===== src/rtl/burst_tgt_pkg.sv =====
package burst_tgt_pkg;
   typedef enum logic [1:0] {
      ST_IDLE = 2'd0,
      ST_WAIT = 2'd1,
      ST_XFER = 2'd2
   } tgt_state_e;

   localparam int unsigned LINE_WORDS = 4;
   localparam int unsigned BEAT_W     = 2;
endpackage


===== src/rtl/burst_order.sv =====
// Doubleword index for each beat of a line burst.
module burst_order #(
   parameter bit LINEAR = 1'b0
) (
   input  logic [1:0] start_idx,
   input  logic [1:0] beat,
   output logic [1:0] word_idx
);
   generate
      if (LINEAR) begin : g_wrap
         assign word_idx = start_idx + beat;
      end else begin : g_xor
         // interleaved: 0-4-8-C, 4-0-C-8, 8-C-0-4, C-8-4-0
         assign word_idx = start_idx ^ beat;
      end
   endgenerate
endmodule


===== src/rtl/region_decode.sv =====
// Address window match.
module region_decode #(
   parameter int unsigned    AW   = 32,
   parameter logic [AW-1:0]  BASE = '0,
   parameter logic [AW-1:0]  MASK = '0
) (
   input  logic [AW-1:0] addr,
   output logic          hit
);
   assign hit = ((addr & MASK) == BASE);
endmodule


===== src/rtl/burst_mem_target.sv =====
module burst_mem_target
   import burst_tgt_pkg::*;
#(
   parameter int unsigned   AW           = 32,
   parameter int unsigned   DW           = 32,
   parameter int unsigned   WAIT_STATES  = 1,
   parameter bit            LINEAR_ORDER = 1'b0,
   parameter logic [AW-1:0] NC_BASE      = AW'(32'h0000_0080),
   parameter logic [AW-1:0] NC_MASK      = AW'(32'hFFFF_FF80),
   parameter logic [AW-1:0] WT_BASE      = AW'(32'h0000_0040),
   parameter logic [AW-1:0] WT_MASK      = AW'(32'hFFFF_FFC0)
) (
   input  logic          clk,
   input  logic          rst_n,
   input  logic          cyc_start,
   input  logic [AW-1:0] cpu_addr,
   input  logic          cpu_wr,
   input  logic          cpu_cache_hint,
   input  logic          cpu_last_n,
   input  logic [DW-1:0] cpu_wdata,
   output logic [DW-1:0] cpu_rdata,
   output logic          xfer_rdy,
   output logic          line_cacheable,
   output logic          line_writeback,
   output logic          mem_en,
   output logic          mem_we,
   output logic [AW-1:0] mem_addr,
   output logic [DW-1:0] mem_wdata,
   input  logic [DW-1:0] mem_rdata
);
   localparam int unsigned LINE_W    = AW - 4;
   localparam int unsigned WCW       = (WAIT_STATES > 1) ? $clog2(WAIT_STATES) : 1;
   localparam int unsigned WAIT_LOAD = (WAIT_STATES > 0) ? WAIT_STATES - 1 : 0;

   generate
      if (AW < 8) begin : g_bad_aw
         $error("burst_mem_target: AW must be at least 8");
      end
      if (DW != 32) begin : g_bad_dw
         $error("burst_mem_target: DW must be 32 (doubleword transfers)");
      end
      if (NC_MASK[3:0] != 4'd0 || WT_MASK[3:0] != 4'd0) begin : g_bad_win
         $error("burst_mem_target: region windows must be line aligned");
      end
   endgenerate

   tgt_state_e         state_q;
   logic [LINE_W-1:0]  line_q;
   logic [BEAT_W-1:0]  start_q;
   logic [BEAT_W-1:0]  beat_q;
   logic [WCW-1:0]     wait_q;
   logic               wr_q;
   logic               wb_q;
   logic [BEAT_W-1:0]  word_idx;
   logic               nc_hit;
   logic               wt_hit;
   logic               last_beat;
   logic               first_beat;
   logic               idle_w;

   burst_order #(.LINEAR(LINEAR_ORDER)) u_order (
      .start_idx (start_q),
      .beat      (beat_q),
      .word_idx  (word_idx)
   );

   region_decode #(.AW(AW), .BASE(NC_BASE), .MASK(NC_MASK)) u_nc_win (
      .addr ({line_q, 4'b0000}),
      .hit  (nc_hit)
   );

   region_decode #(.AW(AW), .BASE(WT_BASE), .MASK(WT_MASK)) u_wt_win (
      .addr ({line_q, 4'b0000}),
      .hit  (wt_hit)
   );

   assign idle_w     = (state_q == ST_IDLE);
   assign xfer_rdy   = (state_q == ST_XFER);
   assign first_beat = (beat_q == '0);
   // write-backs ignore the processor's last-transfer signal
   assign last_beat  = (beat_q == BEAT_W'(LINE_WORDS - 1)) || (!wb_q && !cpu_last_n);

   always_ff @(posedge clk or negedge rst_n) begin
      if (!rst_n) begin
         state_q <= ST_IDLE;
         line_q  <= '0;
         start_q <= '0;
         beat_q  <= '0;
         wait_q  <= '0;
         wr_q    <= 1'b0;
         wb_q    <= 1'b0;
      end else begin
         unique case (state_q)
            ST_IDLE: begin
               if (cyc_start) begin
                  line_q  <= cpu_addr[AW-1:4];
                  start_q <= cpu_addr[3:2];
                  beat_q  <= '0;
                  wr_q    <= cpu_wr;
                  wb_q    <= cpu_wr && cpu_cache_hint;
                  wait_q  <= WCW'(WAIT_LOAD);
                  state_q <= (WAIT_STATES == 0) ? ST_XFER : ST_WAIT;
               end
            end
            ST_WAIT: begin
               if (wait_q == '0) state_q <= ST_XFER;
               else              wait_q  <= wait_q - 1'b1;
            end
            ST_XFER: begin
               if (last_beat) state_q <= ST_IDLE;
               else           beat_q  <= beat_q + 1'b1;
            end
            default: state_q <= ST_IDLE;
         endcase
      end
   end

   assign line_cacheable = xfer_rdy && first_beat && !wr_q && !nc_hit;
   assign line_writeback = xfer_rdy && first_beat && !wr_q && !wt_hit;

   assign mem_en    = xfer_rdy;
   assign mem_we    = xfer_rdy && wr_q;
   assign mem_addr  = {line_q, word_idx, 2'b00};
   assign mem_wdata = cpu_wdata;
   assign cpu_rdata = mem_rdata;
endmodule


===== config.mk =====
export PLATFORM = sky130hd
export DESIGN_NAME = burst_mem_target
export DESIGN_NICKNAME = d
export VERILOG_FILES = /design/src/rtl/burst_tgt_pkg.sv /design/src/rtl/burst_order.sv /design/src/rtl/region_decode.sv /design/src/rtl/burst_mem_target.sv
export SDC_FILE = /design/constraint.sdc
export NUM_CORES = 1
export LEC_CHECK = 0
export ABC_CLOCK_PERIOD_IN_PS = 2000
export BUFFER_PORTS_ARGS = -buffer_cell sky130_fd_sc_hd__buf_4
export CAP_MARGIN = 20
export CORE_AREA = 2 2 79 81
export CTS_BUF_LIST = sky130_fd_sc_hd__clkbuf_16
export DETAILED_ROUTE_END_ITERATION = 16
export DIE_AREA = 0 0 81 83
export GPL_ROUTABILITY_DRIVEN = 1
export GPL_TIMING_DRIVEN = 0
export HOLD_SLACK_MARGIN = 0.03
export PLACE_DENSITY = 0.79
export SLEW_MARGIN = 15
export SYNTH_ARGS = -nofsm -noshare
export SYNTH_HDL_FRONTEND = slang
export SYNTH_SLANG_ARGS = --single-unit

===== constraint.sdc =====
create_clock -name clk -period 2 [get_ports clk]
set_clock_uncertainty 0.15 [all_clocks]
set_input_delay 0.2 -clock clk [delete_from_list [all_inputs] [get_ports clk]]
set_output_delay 0.2 -clock clk [all_outputs]
set_load 0.01 [all_outputs]

# Word level (Yosys, flattened, before mapping)
# Index checks and enable logic that the tools add are counted.
# op_classes
mul	0
add_sub_neg	2
bitwise	1
mux	10
div	0
n_eq_ne	9
shifts	0
n_lt_le_gt_ge	0
n_reduce_logical	21
# op_table
operator	count
$eq A26 B1 Y1 const B	1
$eq A25 B1 Y1 const B	1
$mux W2	5
$logic_and A1 B1 Y1	7
$ne A2 B2 Y1 const B	3
$pmux W2 S3	1
$reduce_and A3 Y1	2
$logic_not A1 Y1	5
$eq A2 B2 Y1 const B	2
$logic_not A2 Y1	2
$pmux W2 S2	1
$reduce_and A2 Y1	2
$reduce_bool A2 Y1	2
$add A2 B1 Y2 const B	1
$eq A2 B1 Y1 const B	1
$mux W1	2
$ne A2 B1 Y1 const B	1
$pmux W1 S2	1
$xor A2 B2 Y2	1
$logic_or A1 B1 Y1	1
$sub A1 B1 Y1 const B	1
# totals
wordCells	50
inputBits	102
romBits	0
register_bits	37
mem_bits_rw	0
latch_bits	0
n_memories	0

# Longest topological paths before layout
# depth
depth_word	5
depth_mapped	5
mapped_depth_nobuf	4

# Modules after synthesis
# From an unflattened synthesis, not the netlist that was laid out.
# hier_totals
hier_cells	187
hier_area_um2	2124.5
# by_module_without_submodules
mod	cells_each	area_per_inst_um2	instances	seq_area_each_um2
burst_mem_target	165	1965.6	1	900.9
region_decode at u_wt_win	10	71.3	1	0.0
region_decode at u_nc_win	10	70.1	1	0.0
burst_order	2	17.5	1	0.0

# Worst setup path before layout
# No wires, ideal clock.
# synth_timing
path_type	register to output
from	register line_q[8]
to	output line_cacheable
t_arrival_ps	1183
path_slack_ps	467
path_stages_with_launch	4
n_path_buf	0
t_required_ps	1650
cell_sequence	dfrtp_1 -> or4_1 -> nor2_1 -> a31oi_1
# synth_via
elab_chain_len	3
# synth_lines
item	line_no	source
from (decl)	burst_mem_target.sv:48	logic [LINE_W-1:0] line_q;
from (signal assigned)	burst_mem_target.sv:96	line_q <= cpu_addr[AW-1:4];
$eq A25 B1 Y1	region_decode.sv:10	assign hit = ((addr & MASK) == BASE);
$logic_not A1 Y1	burst_mem_target.sv:118	assign line_cacheable = xfer_rdy && first_beat && !wr_q && !nc_hit;
$logic_and A1 B1 Y1	burst_mem_target.sv:118	
to (decl)	burst_mem_target.sv:23	output logic line_cacheable,
# Every way passes these cells.

# Worst setup path after layout
# Same ends and word-level chain as after synthesis.

==> results by stage <==
Outcome:
- The run finished with clean final reports.

Place:
- Timing analysis after detailed placement gives a worst setup slack of 335 ps.
- The congestion estimate from routability-driven global placement came to 0.716.
- After legalization and detailed placement, the total HPWL measured 4.69 mm.
- The count of buffers added on input and output ports is 134.
- The number of placed cells counting well taps is 381.
- In this run the cell area measured after placement is 3140 µm².

Timing:
- The number of slew-limit violations in the final report is 0.
- The final cycle utilization of the critical path is 97.8%.
- Setup violations remaining at the end of the flow were counted as 0.
- Static timing analysis puts the maximum clock frequency at 0.511 GHz.
- The worst hold slack across all endpoints is 260 ps.
- The setup total negative slack is 0 ps.
- The minimum period implied by the final worst setup slack is 1960 ps.
- The number of failing hold endpoints at the final stage is 0.
- The worst setup margin is 44.1 ps.

Worst setup path:
- The kind of capture point of the worst setup path is an output pin.
- The critical path is of the flop to output pin type.
- The required time at the endpoint of the critical path is 1650 ps.
- The number of cells traversed by the worst register-to-register path is 6.
- The endpoint identified for the worst register-to-register timing path is wb_q.
- STA classifies the critical path startpoint as a flop.
- The startpoint identified for the worst register-to-register timing path is state_q[0].
- Of all nets on the critical path, the largest fanout is 3.
- The endpoint arrival time on the critical path is 1610 ps.
- For flop-to-flop paths, the worst setup slack is 110 ps.

Clock network:
- TritonCTS built the clock tree.
- The clock latency on the worst-skew pair is between 200 and 300 ps.
- No sink is reached through more buffers than the 2 on the longest clock path.
- The cell at the root of the clock tree is clkbuf_16.
- The register clock-pin slew on the reported worst setup and hold paths is 50 ps.
- The sink count of the clock tree is 36.
- The H-tree was split into 2 levels.
- The number of clock buffers inserted by TritonCTS is 5.

Finish:
- The share of final-layout standard cells stronger than drive strength 1 is 71.0%.
- Cells fill 62.4% of the core in the end.
- The net count of the finished layout is ~450.
- The final instance area is between 3000 and 4000 µm².
- Relative to the synthesized area, the layout overhead comes to 77.9%.
- The number of antenna diodes in the final layout is 0.
- The post-route non-filler standard cell count is 423.

Floorplan:
- The die area is 6720 µm².
- The number of rows created at floorplan is 28.
- The horizontal die dimension is 81 µm.
- The starting density of the core is 35.1%.
- around 200 I/O pins were placed.
- The die extent in y is 83 µm.
- The core region is 5820 µm².

Drt:
- Once detail routing completed, the nets flagged for antenna violations numbered 0.
- In the final routed layout, each cell accounts on average for between 10 and 15 µm.
- The total DRC errors in the routed layout is 0.
- For this run, the detailed router's first-pass iteration total came to 4.
- Using the TritonRoute via totals, the vias-per-cell ratio works out to 4.29.
- The first routing iteration left 26 violations.
- The detailed route wirelength on metal3 is a little under 700 µm.
- The highest metal layer with signal wires is met4.
- The routed via count is around 1800.
- The final routed wirelength across all metal layers is approximately 6.3 mm.
- The routed design uses 3.51 mm of met2 wire.
- The met1 routed wirelength after detailed routing is 2.02 mm.

Yosys:
- The sequential element share of the synthesized area is 44.1%.
- After synthesis, the mean cell area works out to around 12 µm².
- The number of cells produced by synthesis is between 150 and 200.
- The number of different library cells in the post-synthesis netlist is 23.
- In this run, synthesis produced a sequential element count of 36.
- The post-synthesis instance area is 2040 µm².
- The Yosys step of the flow raised 0 warnings.

GRT:
- Global routing used 18.6% of the available tracks.
- The first-pass GRT wire length is 9.59 mm.
- After global routing the overflow that remains totals 0.
- The number of antenna violations at the first check in global routing is 0.
- The largest net degree at the start of global routing is 37.
- The number of global-route vias before repair was 1943.

Power:
- The cell leakage power is 1.85 nW.
- The total power draw is 3.98 mW.
- In this run the power density over the cells is 1100 nW/µm².
- The peak ir drop on the vdd network is between 1 and 1.5 mV.

Flow run:
- Across the run, the number of max-cap violations was 0.

Min path:
- Counting instances, the worst hold path has a depth of 4.
- In this run the most critical hold path is launched from cpu_last_n.
- The worst hold path belongs to the class input pin to flop.
- The hold path endpoint is state_q[1].
-- cell usage after synthesis --
master,n,share of area [%]
a21o_1,1,0.37
a31oi_1,2,0.61
and2_1,1,0.31
and2b_1,1,0.37
and4_1,1,0.43
buf_4,67,25
buf_6,3,1.7
buf_8,1,0.74
conb_1,1,0.18
dfrtp_1,36,44
ha_1,2,1.2
inv_1,4,0.74
mux2_2,33,18
nand3_1,1,0.25
nand3b_1,1,0.37
nor2_1,4,0.74
nor2b_1,1,0.31
nor3b_2,1,0.61
nor4_1,4,1.2
nor4_4,1,1.0
o21ai_0,1,0.25
or4_1,2,0.74
xor2_1,2,0.86
-- worst max-delay path by stage --
stage | startpoint | to | slack, ps | cells after the start
2_1_floorplan | line_q[8] | line_cacheable | 470 | 3
3_3_place_gp | line_q[8] | line_cacheable | 340 | 4
3_5_place_dp | line_q[8] | line_writeback | 340 | 4
4_1_cts | line_q[8] | line_writeback | 30 | 4
5_1_grt | line_q[8] | line_cacheable | -20 | 4
6_report | line_q[8] | line_cacheable | 40 | 4
-- worst max-delay path, cell delays in order (launching register included) --
cell and delay [ps]:
dfrtp_1 400, or4_1 540, nor2_2 150, a31oi_1 90, buf_4 150
-- area by class of cell --
cell class | count | area [µm²]
fillers | 462 | 2190
repair buffers | 168 | 1350
flip-flops and latches | 36 | 901
multi-input cells | 61 | 586
plain buffers | 71 | 552
clock buffers | 5 | 125
well taps | 75 | 93.8
inverters | 4 | 15.0
clock inverters | 3 | 11.3
-- layout by cell type, fill, tap and decap left out, types with 2 or more instances in the layout --
cell / instances
or4_1: 2
ha_1: 2
dfrtp_1: 36
nor2_1: 3
clkbuf_16: 5
mux2_2: 33
inv_1: 6
a31oi_1: 2
xor2_1: 2
dlygate4sd3_1: 34
conb_1: 2
buf_6: 3
buf_4: 201
nor4_1: 3
-- logic make-up after synthesis --
logic type	Yosys count	synth area share, %
xor+xnor	2	0.859
compound gates	4	1.23
fa+ha+maj	2	1.23
simple gates	18	6.38
flops	36	44.1
buf+inv	75	27.8
mux	33	18.2
other cells	1	0.184
-- power breakdown --
group          switching, mW  total, mW  internal [mW]
registers              0.307       1.40           1.09
logic                  0.727       1.86           1.14
clock network          0.265      0.712          0.447
total                   1.30       3.98           2.68
-- flip-flops by register name, indices dropped and copies added (netlist names) --
name and count:
line_q 28, wb_q 1, wr_q 1, state_q 2, start_q 2, beat_q 2
-- per-layer routing --
layer | up-vias | GRT usage (%)
li1 | 853 | -
met1 | 850 | 18.3
met2 | 108 | 36.2
met3 | 2 | 6.09
met4 | 0 | 4.62
met5 | - | 0
-- what timing repair did --
| action | 4_1_cts | 5_1_grt |
|---|---|---|
| setup endpoints to repair | 0 | 2 |
| hold buffers | 34 | 0 |
| buffers inserted | 0 | 0 |
| resized for setup | 0 | 2 |
| endpoints found under the hold margin | 68 | 0 |
(Power assumes the default switching activity.)
